### config.mk
export PLATFORM = sky130hd
export DESIGN_NAME = phase_gate_freq_counter
export DESIGN_NICKNAME = d
export VERILOG_FILES = /design/src/rtl/pgfc_pkg.sv /design/src/rtl/pgfc_rise_sync.sv /design/src/rtl/pgfc_sat_cnt.sv /design/src/rtl/pgfc_ctrl.sv /design/src/rtl/phase_gate_freq_counter.sv
export SDC_FILE = /design/constraint.sdc
export NUM_CORES = 1
export LEC_CHECK = 0
export ABC_AREA = 1
export BUFFER_PORTS_ARGS = -buffer_cell sky130_fd_sc_hd__buf_2
export CORE_MARGIN = 2
export CORE_UTILIZATION = 30
export CTS_CLUSTER_SIZE = 30
export DETAILED_ROUTE_END_ITERATION = 8
export GPL_TIMING_DRIVEN = 0
export SYNTH_ARGS = -nofsm -noshare
export SYNTH_HDL_FRONTEND = slang
export SYNTH_SLANG_ARGS = --single-unit
### constraint.sdc
create_clock -name clk_i -period 3.8 [get_ports clk_i]
set_input_delay 0.19 -clock clk_i [delete_from_list [all_inputs] [get_ports clk_i]]
set_output_delay 0.19 -clock clk_i [all_outputs]
set_load 0.005 [all_outputs]
### src/rtl/pgfc_pkg.sv
package pgfc_pkg;
  typedef enum logic [1:0] {
    ST_IDLE  = 2'd0,
    ST_ARMED = 2'd1,
    ST_COUNT = 2'd2,
    ST_DONE  = 2'd3
  } pgfc_state_e;

  localparam int unsigned NUM_CH = 2;
  localparam int unsigned CH_MEAS = 0;
  localparam int unsigned CH_REF  = 1;
endpackage

### src/rtl/pgfc_rise_sync.sv
module pgfc_rise_sync #(
  parameter int unsigned STAGES = 2
) (
  input  logic clk_i,
  input  logic rst_ni,
  input  logic d_i,
  output logic rise_o
);
  logic [STAGES-1:0] sync_q;
  logic              last_q;

  always_ff @(posedge clk_i or negedge rst_ni) begin
    if (!rst_ni) begin
      sync_q <= '0;
      last_q <= 1'b0;
    end else begin
      sync_q <= {sync_q[STAGES-2:0], d_i};
      last_q <= sync_q[STAGES-1];
    end
  end

  assign rise_o = sync_q[STAGES-1] & ~last_q;
endmodule

### src/rtl/pgfc_sat_cnt.sv
module pgfc_sat_cnt #(
  parameter int unsigned W = 32
) (
  input  logic         clk_i,
  input  logic         rst_ni,
  input  logic         clr_i,
  input  logic         inc_i,
  output logic [W-1:0] cnt_o,
  output logic         sat_hit_o
);
  localparam logic [W-1:0] CNT_MAX = '1;

  logic [W-1:0] cnt_q;
  logic         at_max;

  assign at_max = (cnt_q == CNT_MAX);

  always_ff @(posedge clk_i or negedge rst_ni) begin
    if (!rst_ni)               cnt_q <= '0;
    else if (clr_i)            cnt_q <= '0;
    else if (inc_i && !at_max) cnt_q <= cnt_q + 1'b1;
  end

  assign cnt_o     = cnt_q;
  assign sat_hit_o = inc_i & at_max & ~clr_i;
endmodule

### src/rtl/pgfc_ctrl.sv
module pgfc_ctrl
  import pgfc_pkg::*;
#(
  parameter int unsigned W = 32
) (
  input  logic        clk_i,
  input  logic        rst_ni,
  input  logic        start_i,
  input  logic        rise_meas_i,
  input  logic        rise_ref_i,
  input  logic [W-1:0] ref_cnt_i,
  input  logic [W-1:0] min_gate_i,
  input  logic [W-1:0] timeout_i,
  input  logic        sat_hit_i,
  output logic        clr_o,
  output logic        inc_meas_o,
  output logic        inc_ref_o,
  output pgfc_state_e state_o,
  output logic        done_o,
  output logic        overflow_o,
  output logic        timeout_o
);
  pgfc_state_e state_q, state_d;
  logic [W-1:0] wait_q;
  logic [W:0]   wait_nxt;
  logic         coin, counting, gate_met, stop_ok, wait_edge, tmo_hit, finish;
  logic         done_q, ovf_q, tmo_q;

  assign coin      = rise_meas_i & rise_ref_i;
  assign counting  = (state_q == ST_COUNT);
  assign gate_met  = (ref_cnt_i >= min_gate_i);
  assign stop_ok   = counting & coin & gate_met;
  assign wait_edge = counting & rise_ref_i & gate_met & ~coin;
  assign wait_nxt  = {1'b0, wait_q} + 1'b1;
  assign tmo_hit   = wait_edge & (wait_nxt >= {1'b0, timeout_i});
  assign finish    = stop_ok | tmo_hit;

  assign clr_o      = start_i & ((state_q == ST_IDLE) | (state_q == ST_DONE));
  assign inc_meas_o = counting & rise_meas_i;
  assign inc_ref_o  = counting & rise_ref_i;

  always_comb begin
    state_d = state_q;
    unique case (state_q)
      ST_IDLE:  if (start_i) state_d = ST_ARMED;
      ST_ARMED: if (coin)    state_d = ST_COUNT;
      ST_COUNT: if (finish)  state_d = ST_DONE;
      ST_DONE:  if (start_i) state_d = ST_ARMED;
      default:               state_d = ST_IDLE;
    endcase
  end

  always_ff @(posedge clk_i or negedge rst_ni) begin
    if (!rst_ni) begin
      state_q <= ST_IDLE;
      wait_q  <= '0;
      done_q  <= 1'b0;
      ovf_q   <= 1'b0;
      tmo_q   <= 1'b0;
    end else begin
      state_q <= state_d;
      done_q  <= finish;
      if (clr_o) begin
        wait_q <= '0;
        ovf_q  <= 1'b0;
        tmo_q  <= 1'b0;
      end else begin
        if (wait_edge) wait_q <= wait_nxt[W-1:0];
        if (sat_hit_i) ovf_q  <= 1'b1;
        if (tmo_hit)   tmo_q  <= 1'b1;
      end
    end
  end

  assign state_o    = state_q;
  assign done_o     = done_q;
  assign overflow_o = ovf_q;
  assign timeout_o  = tmo_q;
endmodule

### src/rtl/phase_gate_freq_counter.sv
module phase_gate_freq_counter
  import pgfc_pkg::*;
#(
  parameter int unsigned CNT_W       = 32,
  parameter int unsigned SYNC_STAGES = 2
) (
  input  logic             clk_i,
  input  logic             rst_ni,
  input  logic             start_i,
  input  logic             meas_i,
  input  logic             ref_i,
  input  logic [CNT_W-1:0] min_gate_i,
  input  logic [CNT_W-1:0] timeout_i,
  output logic             done_o,
  output logic [CNT_W-1:0] meas_cnt_o,
  output logic [CNT_W-1:0] ref_cnt_o,
  output logic             overflow_o,
  output logic             timeout_o
);
  logic [NUM_CH-1:0] raw, rise, inc, sat_hit;
  logic [CNT_W-1:0]  cnt [NUM_CH];
  logic              clr;
  pgfc_state_e       state;

  assign raw[CH_MEAS] = meas_i;
  assign raw[CH_REF]  = ref_i;

  for (genvar g = 0; g < NUM_CH; g++) begin : g_ch
    pgfc_rise_sync #(.STAGES(SYNC_STAGES)) u_sync (
      .clk_i  (clk_i),
      .rst_ni (rst_ni),
      .d_i    (raw[g]),
      .rise_o (rise[g])
    );
    pgfc_sat_cnt #(.W(CNT_W)) u_cnt (
      .clk_i     (clk_i),
      .rst_ni    (rst_ni),
      .clr_i     (clr),
      .inc_i     (inc[g]),
      .cnt_o     (cnt[g]),
      .sat_hit_o (sat_hit[g])
    );
  end

  pgfc_ctrl #(.W(CNT_W)) u_ctrl (
    .clk_i       (clk_i),
    .rst_ni      (rst_ni),
    .start_i     (start_i),
    .rise_meas_i (rise[CH_MEAS]),
    .rise_ref_i  (rise[CH_REF]),
    .ref_cnt_i   (cnt[CH_REF]),
    .min_gate_i  (min_gate_i),
    .timeout_i   (timeout_i),
    .sat_hit_i   (|sat_hit),
    .clr_o       (clr),
    .inc_meas_o  (inc[CH_MEAS]),
    .inc_ref_o   (inc[CH_REF]),
    .state_o     (state),
    .done_o      (done_o),
    .overflow_o  (overflow_o),
    .timeout_o   (timeout_o)
  );

  assign meas_cnt_o = cnt[CH_MEAS];
  assign ref_cnt_o  = cnt[CH_REF];
endmodule

==> impl_metrics.py, run 1 <==
metrics = {
    "clock_network": {
        "clk_latency_ps": 360,
        "cts.sink_count": 107,
        "cts_made_buffers": 9,
        "cts_max_level": 3,
        "clk_pin_slew_ps": 70,
        "clock_path_buffers": 2,
        "cts_root_buf": "clkbuf_16",
        "tritoncts": "yes",
    },
    "timing": {
        "fin_ws_ps": 382.4,
        "finalCritPeriodShare": 0.8994,
        "hold_violations": 0,
        "final_max_slew_viol_count": 0,
        "skew_ps": 14.47,
        "fin_setup_tns_ps": 0,
        "fmax_mhz": 292.6,
        "setup-violations-final": 0,
        "slew_headroom": 0.5016,
        "period_needed_ps": 3418,
        "worst_slew_pin_slew_ps": 747.6,
    },
    "synthesis": {
        "syn-num-nets": 1291,
        "avgSynthCellArea_um2": 7.087,
        "yosysUniqueCellTypes": 47,
        "synth_edf_count": 0,
        "syn_area_um2": 8172,
        "ys_warn_count": 0,
        "synth-seq-cells": 107,
        "synthCells": 1153,
        "yosysSeqAreaShare": 0.3277,
        "async_flop_share": 1.000,
        "synth-main-ff-cell": "dfrtp_1",
    },
    "routing": {
        "wirelength_um": 22920,
        "vias": 7883,
        "ant_nets": 0,
        "drt_iter0_markers": 439,
        "wire_per_inst_um": 13.87,
        "routed_via_density": 4.772,
        "drc": 0,
        "first_pass_iters": 5,
    },
    "global_routing": {
        "busiest_layer": "met2",
        "grt-ovfl-total": 0,
        "grt_use_met1": 0.2231,
        "grt_max_degree": 65,
        "grtUsageTotal": 0.1630,
        "grt.met2_usage": 0.2753,
        "met3_usage": 0.01450,
        "antenna_found_initial": 1,
        "grt_pass1_wl_um": 37610,
        "first_global_vias": 7485,
    },
    "cells_and_area": {
        "final-instance-count-excl-fill": 1652,
        "fin_nets": 1443,
        "fillerInstances": 2887,
        "area_growth_pct": 18.34,
        "multi_input_area_um2": 4651,
        "drive_gt1_frac": 0.1466,
        "ff_latch_area_um2": 2679,
    },
    "critical_path": {
        "crit_type": "flop to flop",
        "cp-start-kind": "flop",
        "end_kind": "flop",
        "critPathMaxFanout": 4,
        "cp.required_ps": 4100,
        "arrival_ps": 3710,
    },
    "floorplanning": {
        "die_h_um": 169.0,
        "pin_count": 136,
        "initial_core_util": 0.3041,
        "die_x_um": 169.0,
        "die_area_um2": 28570,
        "fp-row-count": 60,
        "core_um2": 26880,
    },
    "run_status": {
        "outcome": "finished clean",
    },
    "power": {
        "power_density_nw_per_um2": 298.1,
        "p_leak_nw": 4.788,
        "ir_worst_vdd_v": 0.0002165,
    },
    "placement": {
        "dp_hpwl_um": 18110,
        "dp.cells": 1630,
        "place_worst_setup_slack_ps": 188.1,
        "place_congestion": 0.8756,
        "io_buffers": 135,
    },
    "worst_hold_path": {
        "hp-class": "primary input to flop",
    },
    "flow_run": {
        "cap_violations": 0,
    },
}
==> flip-flops by register name, indices dropped and copies added, names as in the netlist <==
register / cells
g_ch.u_cnt.cnt_o: 64
u_ctrl.overflow_o: 1
g_ch.u_sync.last_q: 2
u_ctrl.done_o: 1
g_ch.u_sync.sync_q: 4
u_ctrl.state_o: 2
u_ctrl.timeout_o: 1
u_ctrl.wait_q: 32
==> cell type report <==
type	count	share of cell area
clock buffers	12	0.02445
diodes	1	0.0002588
multi-input cells	819	0.4809
repair buffers	141	0.07802
inverters	207	0.08035
well taps	341	0.04412
flip-flops and latches	107	0.2770
plain buffers	20	0.009574
clock inverters	4	0.005305
==> routing by layer <==
metal / vias to the layer above / share of wire
met5: - / 0
met2: 190 / 0.46
met3: 27 / 0.037
li1: 4077 / -
met1: 3589 / 0.48
met4: 0 / 0.018
==> synth_stat cells, drive strengths merged, types with 17 or more instances <==
master | count | area [um2]
nand3 | 65 | 330.3
ha | 69 | 863.3
a21oi | 51 | 259.0
inv | 207 | 777.0
nor2 | 131 | 549.3
nor3 | 49 | 260.3
dfrtp | 107 | 2678
nand2 | 243 | 929.6
o31ai | 18 | 135.1
nand4 | 32 | 219.0
xor2 | 35 | 306.5
o21ai | 72 | 364.1
nor4 | 17 | 106.4
==> layout by cell type (no fill, tap or decap), drive strengths merged, types with 2 or more instances in the layout <==
master       netlist  layout
buf               10     148
o31ai             18      18
clkinv             0       2
nand2            243     243
nand3             65      65
clkbuf            10      22
a21oi             51      51
ha                69      69
nand4             32      32
dfrtp            107     107
inv              207     207
a21o               3       3
a211oi             4       4
nor4              17      17
dlygate4sd3        0       3
a22oi              2       2
o21ai             72      72
xor2              35      35
nor3              49      49
nor3b              2       2
nor2             131     131
o21a               7       7
xnor2              9       9
==> final timing paths <==
path,slack (ps),from,to,cells after the start
min,270,start_i,u_ctrl.state_o[1],4
max,380,u_ctrl.wait_q[1],u_ctrl.state_o[1],25
max reg2reg,380,u_ctrl.wait_q[1],u_ctrl.state_o[1],25
min in group asynchronous,320,rst_ni,g_ch[0].u_cnt.cnt_o[15],2
max in group asynchronous,2770,rst_ni,u_ctrl.wait_q[7],3
min reg2reg,350,g_ch[1].u_sync.sync_q[0],g_ch[1].u_sync.sync_q[1],0
==> stage by stage <==
| stage | util | cell area, um2 | total power, mW | hold slack (ps) |
|---|---|---|---|---|
| floorplan | - | 8172 | 1.650 | -105.6 |
| global placement | 0.3451 | 9274 | 1.931 | 315.9 |
| detailed placement | 0.3463 | 9308 | 1.949 | 151.2 |
| CTS | 0.3581 | 9625 | 2.923 | 264.5 |
| global route | 0.3598 | 9671 | 3.046 | 298.6 |
| finish | 0.3598 | 9671 | 2.883 | 270.3 |
==> kinds of logic (layout without fill, tap and decap cells) <==
group | Yosys count | count (layout) | share of synthesized area
buffers and inverters | 227 | 384 | 0.1064
AND/OR/NAND/NOR | 545 | 545 | 0.3012
AO/OA/AOI/OAI | 161 | 161 | 0.1119
flip-flops | 107 | 107 | 0.3277
XOR/XNOR | 44 | 44 | 0.04716
other | 0 | 1 | 0
adder cells (fa/ha/maj) | 69 | 69 | 0.1057
==> critical path: stages (launching register included) <==
cell,delay [ps]
dfrtp_1,410
ha_1,200
nand2_1,100
nor2_4,160
nand4_2,190
nor3_4,180
nand2_1,140
nor3_1,200
xor2_1,270
inv_1,80
ha_1,290
nand2_1,100
nor2_1,50
nand2_1,60
nor2_1,40
nand2_1,50
nand2_1,40
nor2_1,110
nand2_1,80
nor2_2,160
nand3_1,80
nand2_1,110
nand2_2,70
nand2_1,80
nand2_1,50
nand2_1,50
==> timing repair <==
item	CTS	global route
gates resized for setup	0	7
endpoints found under the setup margin	0	4
hold endpoints to repair	45	0
hold buffers	3	0
setup buffers	0	2
==> report_power, final <==
group | internal (mW) | leakage (nW) | total, mW | switching, mW
Sequential | 1.16 | 1.47 | 1.19 | 0.0242
Combinational | 0.193 | 3.18 | 0.726 | 0.533
Clock | 0.514 | 0.137 | 0.969 | 0.455
No activity file was read; power rests on OpenSTA's default activity.
==> inputs of run 2 (changes only) <==
--- a/config.mk
+++ b/config.mk
@@ -8,10 +8,11 @@
 export ABC_AREA = 1
 export BUFFER_PORTS_ARGS = -buffer_cell sky130_fd_sc_hd__buf_2
 export CORE_MARGIN = 2
-export CORE_UTILIZATION = 30
+export CORE_UTILIZATION = 56
 export CTS_CLUSTER_SIZE = 30
 export DETAILED_ROUTE_END_ITERATION = 8
 export GPL_TIMING_DRIVEN = 0
+export PLACE_DENSITY = 0.79
 export SYNTH_ARGS = -nofsm -noshare
 export SYNTH_HDL_FRONTEND = slang
 export SYNTH_SLANG_ARGS = --single-unit
==> impl_metrics.py, run 2 (synthesis results as in run 1) <==
metrics = {
    "timing": {
        "finalCritPeriodShare": 0.9156,
        "fmax_mhz": 287.4,
        "hold_violations": 0,
        "hold_slack_ps": 255.5,
        "final_max_slew_viol_count": 0,
        "skew_ps": 7.802,
        "slew_headroom": 0.5380,
        "worst_slew_pin_slew_ps": 693.0,
        "setup-violations-final": 0,
        "period_needed_ps": 3479,
    },
    "routing": {
        "vias": 8003,
        "dr_wl_met3_um": 929,
        "routed.top_layer": "met4",
        "wire_per_inst_um": 13.72,
        "ant_nets": 0,
        "drt_iter0_markers": 689,
        "first_pass_iters": 5,
        "wirelength_um": 20480,
        "routed_via_density": 5.360,
        "drt-met1-wl_um": 9419,
        "routed-wl-met2_um": 9645,
        "drc": 0,
    },
    "global_routing": {
        "grt_pass1_wl_um": 34170,
        "grtUsageTotal": 0.2668,
        "antenna_found_initial": 0,
        "grt-ovfl-total": 0,
        "grt_max_degree": 69,
        "first_global_vias": 7244,
    },
    "cells_and_area": {
        "final_cell_mix": "nand2_1 (238), inv_1 (202), buf_2 (136)",
        "largest_reg_flops": 64,
        "final-instance-count-excl-fill": 1493,
        "mostFrequentLayoutCell": "nand2_1",
        "final_area_um2": 9488,
        "n_antenna_cell": 0,
        "area_growth_pct": 16.11,
        "drive_gt1_frac": 0.1482,
        "fin_nets": 1442,
    },
    "critical_path": {
        "r2r_cells": 25,
        "r2r_end": "u_ctrl.state_o[0]",
        "end_kind": "flop",
        "rr_startpoint": "u_ctrl.wait_q[0]",
        "cp-start-kind": "flop",
        "arrival_ps": 3740,
        "critPathMaxFanout": 6,
        "startpoint": "u_ctrl.wait_q[0]",
        "cp.required_ps": 4060,
        "crit_type": "flop to flop",
        "r2r_slack_ps": 320,
    },
    "placement": {
        "placed_area_um2": 9107,
        "dp.cells": 1473,
        "place_congestion": 0.9133,
        "io_buffers": 135,
        "dp_hpwl_um": 15980,
    },
    "power": {
        "p_leak_nw": 4.784,
        "ir_worst_vdd_v": 0.0002395,
        "power_density_nw_per_um2": 305.9,
    },
    "clock_network": {
        "cts_root_buf": "clkbuf_16",
        "clk_pin_slew_ps": 80,
        "cts_max_level": 3,
        "cts.sink_count": 107,
        "clk_latency_ps": 360,
        "tritoncts": "yes",
        "cts_made_buffers": 9,
        "clock_path_buffers": 2,
    },
    "flow_run": {
        "cap_violations": 0,
    },
    "worst_hold_path": {
        "hold-path-endpoint": "u_ctrl.state_o[1]",
        "worstHoldStart": "start_i",
        "hold_path_depth": 4,
        "hp-class": "primary input to flop",
    },
    "run_status": {
        "outcome": "finished clean",
    },
    "floorplanning": {
        "initial_core_util": 0.5687,
        "core_um2": 14370,
        "die_h_um": 124.8,
        "die_x_um": 124.8,
        "pin_count": 136,
        "die_area_um2": 15570,
        "fp-row-count": 44,
    },
}
==> run 2: repair_timing <==
action	4_1_cts	5_1_grt
endpoints found under the setup margin	0	4
gates resized for setup	0	6
endpoints found under the hold margin	41	0
hold buffers	3	0
setup buffers	0	1
==> run 2: metal layers <==
layer / vias up / global-route usage
met5: - / 0
met4: 0 / 0.09980
met3: 33 / 0.02663
met2: 260 / 0.4417
met1: 3646 / 0.3636
li1: 4064 / -
==> run 2: final cells by class <==
cell class / count / area (um2)
Multi-Input combinational cell: 819 / 4644
Tap cell: 184 / 230.2
Clock buffer: 10 / 239.0
Inverter: 207 / 777.0
Fill cell: 1292 / 4881
Buffer: 20 / 92.59
Timing Repair Buffer: 140 / 743.2
Sequential cell: 107 / 2679
Clock inverter: 6 / 82.58
==> run 2: how the worst max path moves through the flow <==
stage | slack [ps] | end | cells past startpoint
after global routing | -30 | u_ctrl.state_o[1] | 25
after global placement | 280 | u_ctrl.state_o[1] | 25
after CTS | 110 | u_ctrl.state_o[0] | 25
after floorplan | 860 | u_ctrl.state_o[0] | 25
final | 320 | u_ctrl.state_o[0] | 25
after detailed placement | 140 | u_ctrl.state_o[0] | 25
==> run 2: critical path, cell delays in order (launching register included) <==
cell and delay, ps:
dfrtp_2 440, ha_1 210, nand2_1 90, nor2_4 150
nand4_2 170, nor3_2 190, nand2_1 170, nor3_2 190
xor2_1 250, inv_1 70, ha_1 290, nand2_1 60
nor2_2 180, nand2_1 70, nor2_1 110, nand2_1 80
nand2_1 60, nor2_1 40, nand2_1 70, nor2_2 50
nand3_1 60, nand2_1 80, nand2_2 80, nand2_1 70
nand2_1 70, nand2_1 50
==> run 2: metrics by stage <==
stage	total power [mW]	worst slack, ps	util	TNS, ps
after floorplan	1.650	864.5	-	0
after global routing	3.049	-28.61	0.6603	-36.09
final	2.902	320.6	0.6603	0
after global placement	1.886	279.3	0.6317	0
after detailed placement	1.910	139.3	0.6338	0
after CTS	2.911	106.8	0.6583	0
==> run 2: report_power, final <==
| group | switching (mW) | total (mW) | internal (mW) |
|---|---|---|---|
| logic | 0.511 | 0.704 | 0.193 |
| clock network | 0.468 | 1.01 | 0.543 |
| registers | 0.0234 | 1.19 | 1.16 |
